===== src/rtl/lnkrx_pkg.sv =====
package lnkrx_pkg;
  typedef enum logic [2:0] {
    ST_WAIT_CGS, ST_CGS_DONE, ST_ILAS0, ST_ILAS1,
    ST_ILAS2, ST_ILAS3, ST_DATA, ST_ERROR
  } lnk_state_e;

  localparam logic [7:0] K_COMMA = 8'hBC;
  localparam logic [7:0] K_START = 8'h1C;
  localparam logic [7:0] K_MFEND = 8'h7C;
  localparam logic [7:0] K_FREND = 8'hFC;

  localparam int ERR_DISP = 0;
  localparam int ERR_NIT  = 1;
  localparam int ERR_CTL  = 2;
  localparam int ERR_ILAS = 3;
  localparam int N_ERR    = 4;
  localparam int N_CFG    = 4;
endpackage


===== src/rtl/lnkrx_rst_sync.sv =====
module lnkrx_rst_sync (
  input  logic clk,
  input  logic rst_n,
  output logic rst_n_s
);
  logic [1:0] sh_q;

  always_ff @(posedge clk or negedge rst_n) begin
    if (!rst_n) sh_q <= 2'b00;
    else        sh_q <= {sh_q[0], 1'b1};
  end

  assign rst_n_s = sh_q[1];
endmodule


===== src/rtl/lnkrx_cgs_cnt.sv =====
module lnkrx_cgs_cnt #(
  parameter int CGS_MIN = 4
) (
  input  logic clk,
  input  logic rst_n,
  input  logic en,
  input  logic is_comma,
  output logic done_o
);
  localparam int CW = $clog2(CGS_MIN + 1);
  localparam logic [CW-1:0] LAST = CW'(CGS_MIN - 1);

  logic [CW-1:0] cnt_q, cnt_d;

  assign done_o = en && is_comma && (cnt_q == LAST);

  always_comb begin
    cnt_d = cnt_q;
    if (!en || !is_comma || done_o) cnt_d = '0;
    else                            cnt_d = cnt_q + 1'b1;
  end

  always_ff @(posedge clk or negedge rst_n) begin
    if (!rst_n) cnt_q <= '0;
    else        cnt_q <= cnt_d;
  end
endmodule


===== src/rtl/lnkrx_pos_cnt.sv =====
module lnkrx_pos_cnt #(
  parameter int OCT_PER_FRAME = 2,
  parameter int FRAMES_PER_MF = 4,
  localparam int MF_LEN = OCT_PER_FRAME * FRAMES_PER_MF,
  localparam int POS_W  = (MF_LEN > 1) ? $clog2(MF_LEN) : 1,
  localparam int FPOS_W = (OCT_PER_FRAME > 1) ? $clog2(OCT_PER_FRAME) : 1
) (
  input  logic             clk,
  input  logic             rst_n,
  input  logic             restart,
  input  logic             run,
  output logic [POS_W-1:0] pos_o,
  output logic             mf_last_o,
  output logic             fr_last_o
);
  localparam logic [POS_W-1:0]  POS_LAST  = POS_W'(MF_LEN - 1);
  localparam logic [FPOS_W-1:0] FPOS_LAST = FPOS_W'(OCT_PER_FRAME - 1);
  localparam logic [POS_W-1:0]  POS_AFTER = (MF_LEN > 1) ? POS_W'(1) : '0;
  localparam logic [FPOS_W-1:0] FPOS_AFTER = (OCT_PER_FRAME > 1) ? FPOS_W'(1) : '0;

  logic [POS_W-1:0]  pos_q, pos_d;
  logic [FPOS_W-1:0] fpos_q, fpos_d;

  assign pos_o     = pos_q;
  assign mf_last_o = (pos_q == POS_LAST);
  assign fr_last_o = (fpos_q == FPOS_LAST);

  always_comb begin
    pos_d  = pos_q;
    fpos_d = fpos_q;
    if (restart) begin
      pos_d  = POS_AFTER;
      fpos_d = FPOS_AFTER;
    end else if (run) begin
      pos_d  = mf_last_o ? '0 : pos_q + 1'b1;
      fpos_d = fr_last_o ? '0 : fpos_q + 1'b1;
    end
  end

  always_ff @(posedge clk or negedge rst_n) begin
    if (!rst_n) begin
      pos_q  <= '0;
      fpos_q <= '0;
    end else begin
      pos_q  <= pos_d;
      fpos_q <= fpos_d;
    end
  end
endmodule


===== src/rtl/lnkrx_cfg_chk.sv =====
module lnkrx_cfg_chk #(
  parameter int POS_W = 3
) (
  input  logic                              clk,
  input  logic                              rst_n,
  input  logic                              cap_en,
  input  logic [POS_W-1:0]                  pos,
  input  logic [7:0]                        oct,
  input  logic [lnkrx_pkg::N_CFG-1:0][7:0]  loc,
  output logic [lnkrx_pkg::N_CFG-1:0]       mm_now_o,
  output logic [lnkrx_pkg::N_CFG-1:0]       mm_log_o
);
  import lnkrx_pkg::*;

  logic [N_CFG-1:0] log_q;

  for (genvar i = 0; i < N_CFG; i++) begin : g_field
    assign mm_now_o[i] = cap_en && (pos == POS_W'(i + 1)) && (oct != loc[i]);
  end

  always_ff @(posedge clk or negedge rst_n) begin
    if (!rst_n) log_q <= '0;
    else        log_q <= log_q | mm_now_o;
  end

  assign mm_log_o = log_q;
endmodule


===== src/rtl/lnkrx_err_log.sv =====
module lnkrx_err_log (
  input  logic                          clk,
  input  logic                          rst_n,
  input  logic [lnkrx_pkg::N_ERR-1:0]   ev,
  input  logic [lnkrx_pkg::N_ERR-1:0]   resync_en,
  output logic [lnkrx_pkg::N_ERR-1:0]   log_o,
  output logic                          resync_o
);
  import lnkrx_pkg::*;

  logic [N_ERR-1:0] log_q;

  assign resync_o = |(ev & resync_en);

  always_ff @(posedge clk or negedge rst_n) begin
    if (!rst_n) log_q <= '0;
    else        log_q <= log_q | ev;
  end

  assign log_o = log_q;
endmodule


===== src/rtl/lnkrx_ctrl.sv =====
module lnkrx_ctrl #(
  parameter int OCT_PER_FRAME = 2,
  parameter int FRAMES_PER_MF = 4,
  parameter int CGS_MIN       = 4
) (
  input  logic       clk,
  input  logic       rst_n,
  input  logic [7:0] oct_i,
  input  logic       ctl_i,
  input  logic       disp_err_i,
  input  logic       nit_err_i,
  input  logic [7:0] loc_lanes_i,
  input  logic [7:0] loc_convs_i,
  input  logic [7:0] loc_res_i,
  input  logic [7:0] loc_subcls_i,
  input  logic [3:0] resync_en_i,
  output logic       sync_n_o,
  output logic       lane_ready_o,
  output logic [3:0] err_log_o,
  output logic [3:0] cfg_mismatch_o
);
  import lnkrx_pkg::*;

  localparam int MF_LEN = OCT_PER_FRAME * FRAMES_PER_MF;
  localparam int POS_W  = (MF_LEN > 1) ? $clog2(MF_LEN) : 1;

  lnk_state_e st_q, st_norm, st_d;

  logic             rst_n_s;
  logic             is_comma, is_start, is_mfend, is_frend;
  logic             cgs_done, pos_restart, pos_run;
  logic [POS_W-1:0] pos;
  logic             mf_last, fr_last;
  logic             in_ilas, ilas_oct_ok, ilas_fail, ctl_bad, log_active;
  logic [N_CFG-1:0] cfg_mm_now;
  logic [N_ERR-1:0] ev;
  logic             resync;
  logic [N_CFG-1:0][7:0] loc_cfg;

  lnkrx_rst_sync u_rst (.clk(clk), .rst_n(rst_n), .rst_n_s(rst_n_s));

  assign is_comma = ctl_i && (oct_i == K_COMMA);
  assign is_start = ctl_i && (oct_i == K_START);
  assign is_mfend = ctl_i && (oct_i == K_MFEND);
  assign is_frend = ctl_i && (oct_i == K_FREND);

  lnkrx_cgs_cnt #(.CGS_MIN(CGS_MIN)) u_cgs (
    .clk(clk), .rst_n(rst_n_s), .en(st_q == ST_WAIT_CGS),
    .is_comma(is_comma), .done_o(cgs_done)
  );

  assign pos_run = in_ilas || (st_q == ST_DATA);

  lnkrx_pos_cnt #(.OCT_PER_FRAME(OCT_PER_FRAME), .FRAMES_PER_MF(FRAMES_PER_MF)) u_pos (
    .clk(clk), .rst_n(rst_n_s), .restart(pos_restart), .run(pos_run),
    .pos_o(pos), .mf_last_o(mf_last), .fr_last_o(fr_last)
  );

  assign loc_cfg = {loc_subcls_i, loc_res_i, loc_convs_i, loc_lanes_i};

  lnkrx_cfg_chk #(.POS_W(POS_W)) u_cfg (
    .clk(clk), .rst_n(rst_n_s), .cap_en(st_q == ST_ILAS1), .pos(pos),
    .oct(oct_i), .loc(loc_cfg), .mm_now_o(cfg_mm_now), .mm_log_o(cfg_mismatch_o)
  );

  assign in_ilas = (st_q == ST_ILAS0) || (st_q == ST_ILAS1) ||
                   (st_q == ST_ILAS2) || (st_q == ST_ILAS3);

  always_comb begin
    if (pos == '0)   ilas_oct_ok = is_start;
    else if (mf_last) ilas_oct_ok = is_mfend;
    else             ilas_oct_ok = !ctl_i;
  end

  // Sequencing without error overrides.
  always_comb begin
    st_norm     = st_q;
    ilas_fail   = 1'b0;
    ctl_bad     = 1'b0;
    pos_restart = 1'b0;
    unique case (st_q)
      ST_WAIT_CGS: if (cgs_done) st_norm = ST_CGS_DONE;
      ST_CGS_DONE: begin
        if (!is_comma) begin
          if (is_start) begin
            st_norm     = ST_ILAS0;
            pos_restart = 1'b1;
          end else begin
            ilas_fail = 1'b1;
          end
        end
      end
      ST_ILAS0, ST_ILAS1, ST_ILAS2, ST_ILAS3: begin
        if (!ilas_oct_ok || (|cfg_mm_now)) begin
          ilas_fail = 1'b1;
        end else if (mf_last) begin
          unique case (st_q)
            ST_ILAS0: st_norm = ST_ILAS1;
            ST_ILAS1: st_norm = ST_ILAS2;
            ST_ILAS2: st_norm = ST_ILAS3;
            default:  st_norm = ST_DATA;
          endcase
        end
      end
      ST_DATA: begin
        ctl_bad = ctl_i && !((fr_last && !mf_last && is_frend) || (mf_last && is_mfend));
      end
      default: ;
    endcase
  end

  assign log_active     = (st_q != ST_WAIT_CGS);
  assign ev[ERR_DISP]   = log_active && disp_err_i;
  assign ev[ERR_NIT]    = log_active && nit_err_i;
  assign ev[ERR_CTL]    = ctl_bad;
  assign ev[ERR_ILAS]   = ilas_fail;

  lnkrx_err_log u_err (
    .clk(clk), .rst_n(rst_n_s), .ev(ev), .resync_en(resync_en_i),
    .log_o(err_log_o), .resync_o(resync)
  );

  // Error overrides on top of normal sequencing.
  always_comb begin
    st_d = st_norm;
    if (resync)         st_d = ST_WAIT_CGS;
    else if (ilas_fail) st_d = ST_ERROR;
  end

  always_ff @(posedge clk or negedge rst_n_s) begin
    if (!rst_n_s) st_q <= ST_WAIT_CGS;
    else          st_q <= st_d;
  end

  assign sync_n_o     = (st_q != ST_WAIT_CGS);
  assign lane_ready_o = (st_q == ST_DATA);
endmodule


===== config.mk =====
export PLATFORM = sky130hd
export DESIGN_NAME = lnkrx_ctrl
export DESIGN_NICKNAME = d
export VERILOG_FILES = /design/src/rtl/lnkrx_pkg.sv /design/src/rtl/lnkrx_rst_sync.sv /design/src/rtl/lnkrx_cgs_cnt.sv /design/src/rtl/lnkrx_pos_cnt.sv /design/src/rtl/lnkrx_cfg_chk.sv /design/src/rtl/lnkrx_err_log.sv /design/src/rtl/lnkrx_ctrl.sv
export SDC_FILE = /design/constraint.sdc
export NUM_CORES = 1
export LEC_CHECK = 0
export ABC_AREA = 1
export BUFFER_PORTS_ARGS = -buffer_cell sky130_fd_sc_hd__buf_2
export CAP_MARGIN = 20
export CORE_MARGIN = 2
export CORE_UTILIZATION = 52
export DETAILED_ROUTE_END_ITERATION = 7
export HOLD_SLACK_MARGIN = 0.02
export PLACE_DENSITY_LB_ADDON = 0.25
export SETUP_SLACK_MARGIN = 0.4
export SLEW_MARGIN = 10
export SYNTH_ARGS = -nofsm -noshare
export SYNTH_HDL_FRONTEND = slang
export SYNTH_HIERARCHICAL = 1
export SYNTH_SLANG_ARGS = --single-unit

===== constraint.sdc =====
create_clock -name clk -period 1.12 [get_ports clk]
set_clock_uncertainty 0.05 [all_clocks]
set_input_delay 0.336 -clock clk [delete_from_list [all_inputs] [get_ports clk]]
set_output_delay 0.336 -clock clk [all_outputs]
set_load 0.02 [all_outputs]

==> Yosys cells after proc, flatten, opt, wreduce, memory -nomap -nowiden <==
Cells that the tools add are included.
{ "totals": {"register_bits": 20, "output_inout_bits": 10, "elab_cells": 107} }
{ "op_classes": {"addsub": 3, "n_eq_ne": 25, "n_mux": 26, "bitwise": 3, "n_reduce_logical": 43} }
{ "op_table": {"columns": ["operator", "n"], "rows": [
  ["$mux W3", 11],
  ["$ne A8 B8 Y1", 4],
  ["$logic_and A1 B1 Y1", 20],
  ["$ne A4 B4 Y1 const B", 5],
  ["$pmux W3 S3", 2],
  ["$eq A8 B8 Y1 const B", 2],
  ["$eq A3 B2 Y1 const B", 5],
  ["$eq A3 B3 Y1 const B", 5],
  ["$mux W1", 12],
  ["$reduce_or A4 Y1", 3],
  ["$eq A8 B5 Y1 const B", 1],
  ["$eq A8 B7 Y1 const B", 1],
  ["$logic_or A1 B1 Y1", 8],
  ["$or A4 B4 Y4", 2],
  ["$add A3 B1 Y3 const B", 2],
  ["$eq A3 B1 Y1 const B", 2],
  ["$logic_not A1 Y1", 6],
  ["$logic_not A3 Y1", 2],
  ["$reduce_and A6 Y1", 1],
  ["$reduce_bool A5 Y1", 1],
  ["$and A4 B4 Y4", 1],
  ["$reduce_bool A3 Y1", 1],
  ["$pmux W1 S2", 1],
  ["$reduce_bool A2 Y1", 1],
  ["$add A1 B1 Y1 const B", 1]
]} }

==> Longest topological paths before layout <==
{ "depth": {"word_depth": 12, "mapped_depth": 20, "mapped_depth_nobuf": 20} }

==> Cells and area by module <==
The synthesis kept the hierarchy.
{ "by_module_without_submodules": {"columns": ["module", "instances", "cells_per_inst", "area_each_um2", "seq_area_each_um2"], "rows": [
  ["lnkrx_cfg_chk", 1, 159, 789.5, 100.1],
  ["lnkrx_ctrl", 1, 77, 525.5, 75.1],
  ["lnkrx_pos_cnt", 1, 23, 198.9, 100.1],
  ["lnkrx_err_log", 1, 17, 158.9, 100.1],
  ["lnkrx_cgs_cnt", 1, 14, 140.1, 75.1],
  ["lnkrx_rst_sync", 1, 3, 53.8, 50.0]
]} }

==> Least setup slack after synthesis <==
No wires, ideal clock.
{ "synth_path": {"path_kind": "in2reg", "start": "input oct_i[3]", "end": "register st_q[0]", "setup_ns": 0.065, "t_arrival_ns": 1.894, "path_slack_ns": -0.888, "cell_stages": 19, "path_cell_list": "buf_6 > xnor2_1 > nand2_1 > nor2_2 > nand2_1 > nand2_1 > inv_1 > nor2_1 > nor3b_2 > nand3_4 > a21oi_4 > inv_1 > nand2_1 > nand2_1 > inv_1 > nand2_1 > inv_1 > nand4_1 > nand2_1"} }
{ "synth_via": {"elab_cells_between_ends": 44, "classes_between": "eq/ne (13); mux (9); bitwise (1); reduce/logical (21)"} }
{ "synth_rtl": {"columns": ["element", "line", "rtl"], "rows": [
  ["start: declaration", "lnkrx_ctrl.sv:8", "input logic [7:0] oct_i,"],
  ["$ne A8 B8 Y1 *", "lnkrx_cfg_chk.sv:18", "assign mm_now_o[i] = cap_en && (pos == POS_W'(i + 1)) && (oct != loc[i]);"],
  ["$logic_and A1 B1 Y1 *", "lnkrx_cfg_chk.sv:18", null],
  ["named net cfg_mm_now[1]", "lnkrx_ctrl.sv:35", "logic [N_CFG-1:0] cfg_mm_now;"],
  ["$reduce_or A4 Y1 *", "lnkrx_ctrl.sv:94", "if (!ilas_oct_ok || (|cfg_mm_now)) begin"],
  ["$logic_or A1 B1 Y1 *", "lnkrx_ctrl.sv:94", null],
  ["$mux W1 *", "lnkrx_ctrl.sv:94", null],
  ["$pmux W1 S2 *", "lnkrx_ctrl.sv:81", "unique case (st_q)"],
  ["named net ev[3]", "lnkrx_ctrl.sv:36", "logic [N_ERR-1:0] ev;"],
  ["$and A4 B4 Y4 *", "lnkrx_err_log.sv:13", "assign resync_o = |(ev & resync_en);"],
  ["$reduce_or A4 Y1 *", "lnkrx_err_log.sv:13", null],
  ["named net resync", "lnkrx_ctrl.sv:37", "logic resync;"],
  ["$ne A4 B4 Y1 (no line) / $reduce_bool A5 Y1 (equally long branches)", null, null],
  ["$reduce_and A6 Y1 (no line)", null, null],
  ["end signal: assignment", "lnkrx_ctrl.sv:132", "else st_q <= st_d;"],
  ["end: declaration", "lnkrx_ctrl.sv:27", "lnk_state_e st_q, st_norm, st_d;"]
]} }
The timed path passes the listed nets; every way through them passes the cells marked *.
A chain may end at the register's enable or synchronous reset.

==> Worst setup path in the final report <==
{ "layout_path": {"start": "register u_pos.pos_q[0], in the netlist u_pos/pos_o[0]", "end": "register st_q[1]"} }
{ "layout_via": {"elab_cells_between_ends": 40, "classes_between": "eq/ne (10); mux (7); bitwise (1); reduce/logical (22)"} }
{ "layout_rtl": {"columns": ["element", "line", "rtl"], "rows": [
  ["start: declaration", "lnkrx_pos_cnt.sv:21", "logic [POS_W-1:0] pos_q, pos_d;"],
  ["start signal: assignment", "lnkrx_pos_cnt.sv:45", "pos_q <= pos_d;"],
  ["$eq A3 B3 Y1 *", "lnkrx_pos_cnt.sv:25", "assign mf_last_o = (pos_q == POS_LAST);"],
  ["named net mf_last", "lnkrx_ctrl.sv:33", "logic mf_last, fr_last;"],
  ["$mux W1 *", "lnkrx_ctrl.sv:71", "else if (mf_last) ilas_oct_ok = is_mfend;"],
  ["$mux W1 *", "lnkrx_ctrl.sv:70", "if (pos == '0) ilas_oct_ok = is_start;"],
  ["$logic_not A1 Y1 *", "lnkrx_ctrl.sv:94", null],
  ["$logic_or A1 B1 Y1 *", "lnkrx_ctrl.sv:94", null],
  ["$mux W1 *", "lnkrx_ctrl.sv:94", null],
  ["$pmux W1 S2 *", "lnkrx_ctrl.sv:81", null],
  ["named net ev[3]", "lnkrx_ctrl.sv:36", null],
  ["$and A4 B4 Y4 *", "lnkrx_err_log.sv:13", null],
  ["$reduce_or A4 Y1 *", "lnkrx_err_log.sv:13", null],
  ["named net resync", "lnkrx_ctrl.sv:37", null],
  ["$ne A4 B4 Y1 (no line) / $reduce_bool A5 Y1 (equally long branches)", null, null],
  ["$reduce_and A6 Y1 (no line)", null, null]
]} }
Marked as above.

==> results by group <==
Global routing
  – Total congestion overflow: 0
  – First-pass GRT wire length: ~8500 um
  – Initial antenna violation count: 0
  – Tot GR Track Use: 0.2594
  – Vias in the first global route: approximately 2000
  – Largest net degree at the start of global routing: 16

Yosys
  – #FFs+latches synth: 20
  – Syn_area_per_cell: between 6 and 7 um2
  – Synth warn: 6
  – Synthesized net count: approximately 350
  – Register area share after synthesis: 0.2681
  – EDFF count, synth: 0
  – Yosys cell types: 31
  – Share of synthesized registers carrying an async set or reset: 1.000
  – Mapped Cells: 293
  – Main flop type after synthesis: dfrtp_1
  – Post-Syn Area: approximately 0.0019 mm2

Clock network
  – TritonCTS Sinks: 20
  – Clock latency on the worst-skew pair: 320 ps
  – Max clock buf depth: 2
  – Reg clk slew, reported paths: between 100 and 150 ps
  – CTS root buffer: clkbuf_4
  – TritonCTS clock tree: done
  – CTS Buf Count: 3
  – H-tree depth: 1

Floorplanning
  – Die Width: between 60 and 70 um
  – Initial Util: 0.5508
  – Core area: roughly 0.0034 mm2
  – Die ar.: 0.004085 mm2
  – Row cnt: 21
  – Ports: 59
  – Die height: ~64 um

Status
  – Violated checks: negative setup slack
  – Status: complete, but fails checks

Power and ir drop
  – Leak: around 1.6 nW
  – PwrDens: ~640 mW/mm2
  – Worst VDD drop: 0.4999 mV

Timing
  – Achievable frequency: 0.4559 GHz
  – Worst Setup Slack, final: -1073 ps
  – Final Slew Violations: 0
  – RSZ-0062 raised after global routing: yes
  – Fin crit period: between 2000 and 2500 ps
  – Post-route clock period utilization: 1.958
  – Hold Fails Final Rpt: 0
  – Setup violators final: 28

Worst hold path
  – Tightest Hold Check Type: flop to asynchronous set/reset pin

Worst setup path
  – CP most frequent cell: nand2_1
  – Slowest CP cell: dfrtp_2
  – R2R Path Start: u_pos/pos_o[0]$_DFFE_PN0P_
  – Worst-path fanout max: 6
  – Critical path buffers and inverters: 3
  – Top delay family on crit path: simple AND/OR/NAND/NOR gates
  – Worst Path Arrival: ~2400 ps
  – CP startpoint: u_pos/pos_o[0]$_DFFE_PN0P_
  – Critical-path cell list: ha_2, ha_4, nand2_1, nor2_1, nand3_1, nand2_2, nand3_4, a21oi_4, inv_2, nand2_2, nand2_1, inv_1, nand2_1, inv_2, nand4_1, nand2_1
  – Required time of the critical path: ~1300 ps
  – R2R setup slack: -1070 ps
  – Setup CP Type: flop to flop
  – Max incr delay on CP: about 430 ps
  – Critical path capture point type: flop
  – Startpoint Class: flop

Place
  – Placed cells: around 430
  – GP Congestion: slightly above 0.9
  – Hpwl dp: between 3000 and 4000 um
  – IO buf count: slightly below 60
  – Setup Slack @ Placement: -1075 ps
  – Post-DP Area: between 0.002 and 0.0025 mm2

Finish
  – Most frequent cells in the layout: nand2_1 (98), buf_2 (49), inv_1 (44)
  – Fraction of layout cells with a size suffix above 1: 0.4433
  – Ant diodes: 0
  – Commonest non-fill, non-tap cell in the layout: nand2_1
  – Fin area: 0.002775 mm2
  – Layout Cells excl Fill: roughly 440
  – Nets@finish: roughly 450
  – Layout area overhead: 48.66%

Detailed routing
  – Post-route ant nets: 0
  – Detailed-route wire length per cell: approximately 13 um
  – First-pass DRT Iterations: 5
  – 1st-iter DRT viols: ~130
  – Final wirelength: approximately 5500 um
  – Total number of vias: ~2200
  – DR vias/cell: a little under 5
  – Remaining DRCs: 0

Flow run
  – Max_cap viols: 0
[through the flow]
stage / TNS, ps / hold WS (ps) / power [mW] / utilization
2_1_floorplan: -6084 / -9.591 / 0.9988 / -
3_3_place_gp: -8967 / 10.72 / 1.150 / 0.7276
3_5_place_dp: -9506 / 16.89 / 1.159 / 0.7276
4_1_cts: -8905 / 25.45 / 1.781 / 0.7911
5_1_grt: -12300 / 44.84 / 1.891 / 0.8188
6_report: -10740 / 28.04 / 1.789 / 0.8188
[worst paths after layout]
kind / endpoint / depth (start not counted)
worst max-delay path: st_q[1]$_DFFE_PN0P_ / 16
worst min-delay path: u_pos/fr_last_o$_DFFE_PN0P_ / 0
worst max register to register: st_q[1]$_DFFE_PN0P_ / 16
worst min register to register: u_pos/fr_last_o$_DFFE_PN0P_ / 0
max in group asynchronous: u_pos/pos_o[0]$_DFFE_PN0P_ / 1
min in group clk: u_rst/sh_q[1]$_DFF_PN0_ / 0
[Yosys cell counts, types with 4 or more instances]
library cell | instances | area (um2)
nand4_1 | 7 | 43.79
inv_2 | 11 | 41.29
or2_1 | 4 | 25.02
nand2_1 | 107 | 401.6
inv_1 | 52 | 195.2
nand3_2 | 4 | 40.04
dfrtp_1 | 20 | 500.5
nor2_1 | 22 | 82.58
ha_1 | 5 | 62.56
xnor2_1 | 12 | 105.1
nand3_1 | 15 | 75.07
nand2_2 | 6 | 37.54
[what timing repair did]
item,CTS,global route
hold endpoints to repair,2,0
gates resized for setup,31,21
endpoints found under the setup margin,28,28
pin swaps,10,19
buffers inserted,7,5
hold buffers,1,0
[logic make-up (layout without fill, tap and decap cells)]
| kind of cell | count (synthesis) | count (layout) | synth area share |
|---|---|---|---|
| mux | 1 | 1 | 0.008041 |
| buf+inv | 67 | 171 | 0.1468 |
| xor+xnor | 12 | 12 | 0.05630 |
| compound gates | 8 | 8 | 0.04156 |
| simple gates | 179 | 179 | 0.4437 |
| flops | 20 | 20 | 0.2681 |
| fa+ha+maj | 5 | 5 | 0.03351 |
| other cells | 1 | 1 | 0.002009 |
[registers in the layout, indices dropped and copies added, names as in the netlist]
name	count
u_cgs/cnt_q	3
u_pos/fr_last_o	1
st_q	3
u_rst/sh_q	2
u_err/log_o	4
u_cfg/mm_log_o	4
u_pos/pos_o	3
[where the power goes]
part / switching (mW) / internal, mW / total [mW]
clock: 0.243 / 0.362 / 0.605
sequential: 0.0142 / 0.741 / 0.755
combinational: 0.224 / 0.205 / 0.429
[metal layers]
layer / vias up / GRT usage / wire length (um)
met2: 95 / 0.4792 / 2898
met4: 0 / 0.06250 / 103
met1: 1007 / 0.3123 / 2271
li1: 1082 / - / -
met3: 11 / 0.03873 / 268
met5: - / 0 / 0
[layout make-up]
| type | instances | area, um2 |
|---|---|---|
| clock buffer | 3 | 22.52 |
| clock inverter | 1 | 30.03 |
| timing repair buffer | 103 | 701.9 |
| inverter | 64 | 240.2 |
| fill | 211 | 614.3 |
| multi-input combinational | 206 | 1215 |
| tap | 46 | 57.56 |
| sequential | 20 | 508.0 |
Power figures use the tool's default switching activity.
